### config.mk
export PLATFORM = sky130hd
export DESIGN_NAME = sp_chain_matcher
export DESIGN_NICKNAME = d
export VERILOG_FILES = /design/src/rtl/sp_chain_pkg.sv /design/src/rtl/sp_seq_table.sv /design/src/rtl/sp_seg_tracker.sv /design/src/rtl/sp_pick_lowest.sv /design/src/rtl/sp_chain_matcher.sv
export SDC_FILE = /design/constraint.sdc
export NUM_CORES = 2
export LEC_CHECK = 0
export ABC_AREA = 1
export CORE_MARGIN = 10
export CORE_UTILIZATION = 40
export DETAILED_ROUTE_END_ITERATION = 12
export MAX_ROUTING_LAYER = met4
export PLACE_DENSITY = 0.62
export SLEW_MARGIN = 20
export SYNTH_ARGS = -nofsm -noshare
export SYNTH_HDL_FRONTEND = slang
export SYNTH_SLANG_ARGS = --single-unit
### constraint.sdc
create_clock -name clk -period 3.4 [get_ports clk]
set_clock_uncertainty 0.05 [all_clocks]
set_input_delay 0.34 -clock clk [delete_from_list [all_inputs] [get_ports clk]]
set_output_delay 0.34 -clock clk [all_outputs]
set_load 0.01 [all_outputs]
### src/rtl/sp_chain_pkg.sv
// Package: shared field encodings for the chain recogniser's table write port.
// Assumes: the encodings below are the ones stated in the block's requirements.
package sp_chain_pkg;
    typedef enum logic [1:0] {
        FLD_PIECE   = 2'd0,
        FLD_REM_IDX = 2'd1,
        FLD_REM_LEN = 2'd2,
        FLD_COUNT   = 2'd3
    } cfg_field_e;
endpackage

### src/rtl/sp_seq_table.sv
// Module: sp_seq_table
// Holds, per long signature, its ordered piece indices, remnant index,
// remnant length and piece count. Flop-based with a single write port; all
// entries are read in parallel by the trackers.
// Assumes: only the piece count needs a reset value (count 0 disables an entry).
module sp_seq_table
    import sp_chain_pkg::*;
#(
    parameter int NUM_PAT = 16,
    parameter int MAX_SEG = 8,
    parameter int SEG_LEN = 4,
    parameter int IDX_W   = 8
) (
    input  logic                          clk,
    input  logic                          rst_n,
    input  logic                          cfg_we,
    input  logic [$clog2(NUM_PAT)-1:0]    cfg_pat,
    input  logic [1:0]                    cfg_field,
    input  logic [$clog2(MAX_SEG)-1:0]    cfg_slot,
    input  logic [IDX_W-1:0]              cfg_data,
    output logic [MAX_SEG*IDX_W-1:0]      seq_o  [NUM_PAT],
    output logic [IDX_W-1:0]              ridx_o [NUM_PAT],
    output logic [$clog2(SEG_LEN+2)-1:0]  rlen_o [NUM_PAT],
    output logic [$clog2(MAX_SEG+1)-1:0]  nseg_o [NUM_PAT]
);
    localparam int AGE_W = $clog2(SEG_LEN + 2);
    localparam int CNT_W = $clog2(MAX_SEG + 1);

    cfg_field_e fld;
    assign fld = cfg_field_e'(cfg_field);

    // Data fields: written on demand, no reset needed.
    always_ff @(posedge clk) begin
        if (cfg_we) begin
            case (fld)
                FLD_PIECE:   seq_o[cfg_pat][cfg_slot*IDX_W +: IDX_W] <= cfg_data;
                FLD_REM_IDX: ridx_o[cfg_pat] <= cfg_data;
                FLD_REM_LEN: rlen_o[cfg_pat] <= cfg_data[AGE_W-1:0];
                default: ;
            endcase
        end
    end

    // Piece counts: reset to zero so every entry starts disabled.
    always_ff @(posedge clk) begin
        if (!rst_n) begin
            for (int p = 0; p < NUM_PAT; p++) nseg_o[p] <= '0;
        end else if (cfg_we && fld == FLD_COUNT) begin
            nseg_o[cfg_pat] <= cfg_data[CNT_W-1:0];
        end
    end
endmodule

### src/rtl/sp_seg_tracker.sv
// Module: sp_seg_tracker
// Progress tracker for one long signature. Counts pieces matched in order and
// the cycles since the last piece hit. Raises done (combinational) in the cycle
// the remnant lands exactly remnant-length cycles after the last piece.
// Assumes: one symbol per cycle; remnant length in 1..SEG_LEN-1; at most one
// piece event and one remnant event per cycle.
module sp_seg_tracker #(
    parameter int MAX_SEG = 8,
    parameter int SEG_LEN = 4,
    parameter int IDX_W   = 8
) (
    input  logic                          clk,
    input  logic                          rst_n,
    input  logic                          flush,
    input  logic                          q_vld,
    input  logic [IDX_W-1:0]              q_idx,
    input  logic                          r_vld,
    input  logic [IDX_W-1:0]              r_idx,
    input  logic [MAX_SEG*IDX_W-1:0]      seq,
    input  logic [IDX_W-1:0]              ridx,
    input  logic [$clog2(SEG_LEN+2)-1:0]  rlen,
    input  logic [$clog2(MAX_SEG+1)-1:0]  nseg,
    output logic                          done
);
    localparam int SLOT_W  = $clog2(MAX_SEG);
    localparam int CNT_W   = $clog2(MAX_SEG + 1);
    localparam int AGE_W   = $clog2(SEG_LEN + 2);
    localparam logic [AGE_W-1:0] AGE_MAX = AGE_W'(SEG_LEN + 1);
    localparam logic [AGE_W-1:0] AGE_DUE = AGE_W'(SEG_LEN);

    logic [IDX_W-1:0] seq_arr [MAX_SEG];
    logic [CNT_W-1:0] prog, prog_d;
    logic [AGE_W-1:0] age, age_d;
    logic             enabled, q_first, q_next, piece_due, rem_due;

    for (genvar s = 0; s < MAX_SEG; s++) begin : g_unpack
        assign seq_arr[s] = seq[s*IDX_W +: IDX_W];
    end

    assign enabled   = (nseg != '0);
    assign q_first   = q_vld && (q_idx == seq_arr[0]);
    assign q_next    = q_vld && (q_idx == seq_arr[prog[SLOT_W-1:0]]);
    assign piece_due = (prog != '0) && (prog < nseg) && (age == AGE_DUE);
    assign rem_due   = (prog != '0) && (prog == nseg) && (age == rlen);
    assign done      = enabled && rem_due && r_vld && (r_idx == ridx) && !flush;

    // Next progress and age: advance on a due hit, restart on the first piece, else drop.
    always_comb begin
        prog_d = prog;
        age_d  = (age == AGE_MAX) ? age : age + 1'b1;
        if (!enabled || prog > nseg) begin
            prog_d = '0;
        end else if (piece_due) begin
            if (q_next) begin
                prog_d = prog + 1'b1;
                age_d  = AGE_W'(1);
            end else if (q_first) begin
                prog_d = CNT_W'(1);
                age_d  = AGE_W'(1);
            end else begin
                prog_d = '0;
            end
        end else if (rem_due) begin
            if (q_first) begin
                prog_d = CNT_W'(1);
                age_d  = AGE_W'(1);
            end else begin
                prog_d = '0;
            end
        end else if (prog == '0) begin
            if (q_first) begin
                prog_d = CNT_W'(1);
                age_d  = AGE_W'(1);
            end
        end else if (age == AGE_MAX) begin
            prog_d = '0;
        end
    end

    // State register: cleared by reset or flush.
    always_ff @(posedge clk) begin
        if (!rst_n || flush) begin
            prog <= '0;
            age  <= '0;
        end else begin
            prog <= prog_d;
            age  <= age_d;
        end
    end
endmodule

### src/rtl/sp_pick_lowest.sv
// Module: sp_pick_lowest
// Registers a one-cycle report of the lowest-numbered completed signature.
// Assumes: done bits are single-cycle strobes from the trackers.
module sp_pick_lowest #(
    parameter int NUM_PAT = 16
) (
    input  logic                       clk,
    input  logic                       rst_n,
    input  logic [NUM_PAT-1:0]         done,
    output logic                       long_vld,
    output logic [$clog2(NUM_PAT)-1:0] long_idx
);
    localparam int PAT_W = $clog2(NUM_PAT);

    logic [PAT_W-1:0] win;

    // Priority search: scanning downward leaves the lowest set bit.
    always_comb begin
        win = '0;
        for (int i = NUM_PAT - 1; i >= 0; i--) begin
            if (done[i]) win = PAT_W'(i);
        end
    end

    // Output register: one pulse per completion cycle.
    always_ff @(posedge clk) begin
        if (!rst_n) begin
            long_vld <= 1'b0;
            long_idx <= '0;
        end else begin
            long_vld <= |done;
            long_idx <= win;
        end
    end
endmodule

### src/rtl/sp_chain_matcher.sv
// Module: sp_chain_matcher (top)
// Recognises long signatures as ordered chains of fixed-length piece hits
// followed by a remnant hit. Passes short-signature hits through.
// Assumes: the first stage delivers one symbol per cycle and reports each hit
// in the cycle its last symbol is consumed.
module sp_chain_matcher #(
    parameter int NUM_PAT = 16,
    parameter int MAX_SEG = 8,
    parameter int SEG_LEN = 4,
    parameter int IDX_W   = 8
) (
    input  logic                       clk,
    input  logic                       rst_n,
    input  logic                       flush,
    input  logic                       q_vld,
    input  logic [IDX_W-1:0]           q_idx,
    input  logic                       r_vld,
    input  logic [IDX_W-1:0]           r_idx,
    input  logic                       s_vld,
    input  logic [IDX_W-1:0]           s_idx,
    input  logic                       cfg_we,
    input  logic [$clog2(NUM_PAT)-1:0] cfg_pat,
    input  logic [1:0]                 cfg_field,
    input  logic [$clog2(MAX_SEG)-1:0] cfg_slot,
    input  logic [IDX_W-1:0]           cfg_data,
    output logic                       long_vld,
    output logic [$clog2(NUM_PAT)-1:0] long_idx,
    output logic                       short_vld,
    output logic [IDX_W-1:0]           short_idx
);
    localparam int PAT_W = $clog2(NUM_PAT);
    localparam int CNT_W = $clog2(MAX_SEG + 1);
    localparam int AGE_W = $clog2(SEG_LEN + 2);

    logic [MAX_SEG*IDX_W-1:0] seq_t  [NUM_PAT];
    logic [IDX_W-1:0]         ridx_t [NUM_PAT];
    logic [AGE_W-1:0]         rlen_t [NUM_PAT];
    logic [CNT_W-1:0]         nseg_t [NUM_PAT];
    logic [NUM_PAT-1:0]       done_vec;

    sp_seq_table #(
        .NUM_PAT(NUM_PAT), .MAX_SEG(MAX_SEG), .SEG_LEN(SEG_LEN), .IDX_W(IDX_W)
    ) u_table (
        .clk(clk), .rst_n(rst_n), .cfg_we(cfg_we), .cfg_pat(cfg_pat),
        .cfg_field(cfg_field), .cfg_slot(cfg_slot), .cfg_data(cfg_data),
        .seq_o(seq_t), .ridx_o(ridx_t), .rlen_o(rlen_t), .nseg_o(nseg_t)
    );

    for (genvar p = 0; p < NUM_PAT; p++) begin : g_trk
        sp_seg_tracker #(
            .MAX_SEG(MAX_SEG), .SEG_LEN(SEG_LEN), .IDX_W(IDX_W)
        ) u_trk (
            .clk(clk), .rst_n(rst_n), .flush(flush),
            .q_vld(q_vld), .q_idx(q_idx), .r_vld(r_vld), .r_idx(r_idx),
            .seq(seq_t[p]), .ridx(ridx_t[p]), .rlen(rlen_t[p]), .nseg(nseg_t[p]),
            .done(done_vec[p])
        );
    end

    sp_pick_lowest #(.NUM_PAT(NUM_PAT)) u_pick (
        .clk(clk), .rst_n(rst_n), .done(done_vec),
        .long_vld(long_vld), .long_idx(long_idx)
    );

    // Short-hit pass-through register, same latency as long reports.
    always_ff @(posedge clk) begin
        if (!rst_n) begin
            short_vld <= 1'b0;
            short_idx <= '0;
        end else begin
            short_vld <= s_vld;
            short_idx <= s_idx;
        end
    end
endmodule

==> results.json <==
{
  "status": "completed",
  "synth_cell_types": 64,
  "grt_pass1_vias": 47700,
  "setup_tns_ps": 0,
  "grt_pass1_wl_um": 341000,
  "gp_congestion": 1.01,
  "drc": 0,
  "clockPowerShare": 0.450,
  "p_sw_frac": 0.226,
  "critical_path_buf_inv_count": 2,
  "start_util": 0.403,
  "worstSetupEndpointType": "flop",
  "ys_ff_latch": 1390,
  "path_delay_family": "simple AND/OR/NAND/NOR gates",
  "clock_sinks": 1390,
  "hold_slack_ps": 142,
  "yosys_warnings": 0,
  "gr-usage-all-layers": 0.271,
  "hold_violations": 0,
  "slew_violations": 0,
  "finalSetupViolCount": 0,
  "dieArea_um2": 178000,
  "ant_nets": 0,
  "slew_headroom": 0.311,
  "drive_gt1_frac": 0.128,
  "hpwl_um": 175000,
  "intPower_mw": 28.5,
  "htreeDepth": 4,
  "gr-total-overflow": 0,
  "wl_um": 243000,
  "final_util": 0.470,
  "seqPwrFrac": 0.503,
  "area_delta_synth_final_pct": 16.8,
  "fin_nets": 6783,
  "tightest_slew_ps": 1020,
  "final_common_cell": "edfxtp_1",
  "max_freq_mhz": 334,
  "ios": 62,
  "crit_required_ps": 4030,
  "crit_top_cell": "nor2_1",
  "combPwrFrac": 0.047,
  "async_flop_share": 0,
  "hold_class": "in2reg",
  "cpPeakStageDelay_ps": 890,
  "fin_crit_sh": 0.882,
  "ys.flop_type": "edfxtp_1",
  "power_switching_mw": 8.33,
  "portBuffers": 61,
  "via_per_inst": 5.73,
  "path_class": "reg2reg",
  "fin_area_um2": 75500,
  "crit_chain": "inv_2 -> o211ai_1 -> nand2_1 -> xor2_1 -> nor2_1 -> nand4_1 -> nor2_1 -> nand3b_1 -> o211ai_1 -> nand2_1 -> inv_1 -> nor2_1",
  "min_period_ps": 3000,
  "post_cts_buffers": 0,
  "synth_edf_count": 1200,
  "power.leakage_nw": 25.7,
  "fp.dieW_um": 422,
  "vias": 50900,
  "arrival_ps": 3630,
  "fp.dieH_um": 422,
  "root_buffer": "clkbuf_16",
  "ys_seq_area_frac": 0.616,
  "syn_avg_cell_area_um2": 10.4,
  "cts_tree": "yes",
  "postPlaceCellArea_um2": 70400,
  "drt_iter0_markers": 7157,
  "p_per_area_nw_per_um2": 487,
  "netlist_area_um2": 64600,
  "ir_drop_mv": 0.504,
  "cts_made_buffers": 146,
  "grt_max_degree": 75,
  "rsz0062_at_grt": "false",
  "coreArea_um2": 161000,
  "synthCells": 6201,
  "wl_per_cell_um": 27.4,
  "clk_latency_ps": 820,
  "num_rows": 147,
  "dr.pass1.iters": 8,
  "crit_slowest_cell": "dfxtp_1",
  "fin_total_pwr_mw": 36.8,
  "worstSetupStartpointType": "flop",
  "drv_cap": 0,
  "cp_max_fo": 15,
  "syn_nets": 6395,
  "clkTransAtPathRegs_ps": 60,
  "layout_common_cells": "1,200 x edfxtp_1, 1,002 x nor2_1, 694 x nand2_1, 663 x o21ai_0, 434 x inv_1",
  "cts_buffer_depth": 3,
  "antenna_found_initial": 12
}
==> worst paths after layout <==
| check | depth (start not counted) | from | slack (ps) | to |
|---|---|---|---|---|
| worst min register to register | 2 | g_trk[4].u_trk.prog[3]$_SDFFE_PP0P_ | 450 | g_trk[4].u_trk.prog[3]$_SDFFE_PP0P_ |
| worst max register to register | 12 | g_trk[5].u_trk.prog[2]$_SDFFE_PP0P_ | 400 | g_trk[5].u_trk.age[1]$_SDFF_PP0_ |
| worst max-delay path | 12 | g_trk[5].u_trk.prog[2]$_SDFFE_PP0P_ | 400 | g_trk[5].u_trk.age[1]$_SDFF_PP0_ |
| worst min-delay path | 2 | cfg_data[2] | 140 | u_table.ridx_o[10]$_DFFE_PP_ |
==> layout make-up <==
class	count	area [um2]
Clock inverter	88	1100
Fill cell	14700	85100
Antenna cell	8	20.0
Clock buffer	180	3840
Multi-Input combinational cell	4040	21600
Inverter	478	1810
Timing Repair Buffer	533	4630
Tap cell	2160	2700
Sequential cell	1390	39800
==> cells in the mapped netlist (all sizes together), types with 8 or more instances <==
| master | n | area (um2) |
|---|---|---|
| nor4 | 63 | 415 |
| inv | 467 | 1770 |
| nand4 | 62 | 394 |
| o211ai | 99 | 753 |
| nor3 | 71 | 405 |
| ha | 146 | 1830 |
| nor3b | 8 | 85.1 |
| clkbuf | 67 | 251 |
| a21oi | 288 | 1450 |
| o221ai | 43 | 377 |
| clkinv | 11 | 41.3 |
| or2 | 30 | 188 |
| nand3 | 210 | 1050 |
| dfxtp | 190 | 3800 |
| nor2 | 1061 | 3990 |
| o22ai | 104 | 651 |
| and3 | 13 | 81.3 |
| a221oi | 15 | 131 |
| buf | 226 | 1440 |
| o2111ai | 18 | 158 |
| nand2 | 696 | 2620 |
| xor2 | 164 | 1440 |
| edfxtp | 1200 | 36000 |
| a2111oi | 10 | 113 |
| xnor2 | 73 | 639 |
| o21a | 9 | 67.6 |
| nand3b | 12 | 90.1 |
| a211oi | 9 | 72.6 |
| and2 | 9 | 56.3 |
| o31ai | 8 | 60.1 |
| o21ai | 783 | 3930 |
==> layer usage <==
layer  part of all wire  GRT usage
met1               0.38      0.337
met2               0.45      0.409
met3               0.11     0.0586
met4              0.070      0.156
met5                  0          -
==> power by group through the flow <==
stage / clock [mW] / combinational, mW / sequential, mW
2_1_floorplan: 0 / 0.693 / 18.9
6_report: 16.6 / 1.71 / 18.5
3_5_place_dp: 0 / 1.65 / 18.9
5_1_grt: 17.4 / 1.77 / 18.5
4_1_cts: 16.7 / 1.67 / 18.5
3_3_place_gp: 0 / 1.64 / 18.9
==> flip-flops by register name, indices dropped and copies added, names as in the netlist <==
| register | cells |
|---|---|
| u_table.seq_o | 1024 |
| u_table.ridx_o | 128 |
| g_trk.u_trk.prog | 64 |
| u_table.nseg_o | 64 |
| g_trk.u_trk.age | 48 |
| u_table.rlen_o | 48 |
| short_idx | 8 |
| u_pick.long_idx | 4 |
| short_vld | 1 |
| u_pick.long_vld | 1 |
==> kinds of logic (layout without fill, tap and decap cells) <==
kind of cell | after synthesis | in the layout | synth area share
xor gates and xnor gates | 237 | 237 | 0.0321
AOI/OAI and AO/OA | 1416 | 1416 | 0.124
other | 0 | 8 | 0
adders and majority gates | 146 | 146 | 0.0283
muxes | 1 | 1 | 0.000155
buffers and inverters | 771 | 1279 | 0.0541
DFF | 1390 | 1390 | 0.616
and+or+nand+nor | 2240 | 2240 | 0.145
==> metrics by stage <==
stage          cells  setup slack, ps
2_1_floorplan   6201            -18.3
3_3_place_gp    8591             31.8
3_5_place_dp    8591             71.7
4_1_cts         8869              441
5_1_grt         8875              270
6_report        8877              403
==> repair_timing <==
| action | CTS | global route |
|---|---|---|
| resized for setup | 0 | 0 |
| hold endpoints to repair | 11 | 0 |
| hold buffers | 10 | 0 |
No activity file was read; power rests on OpenSTA's default activity.
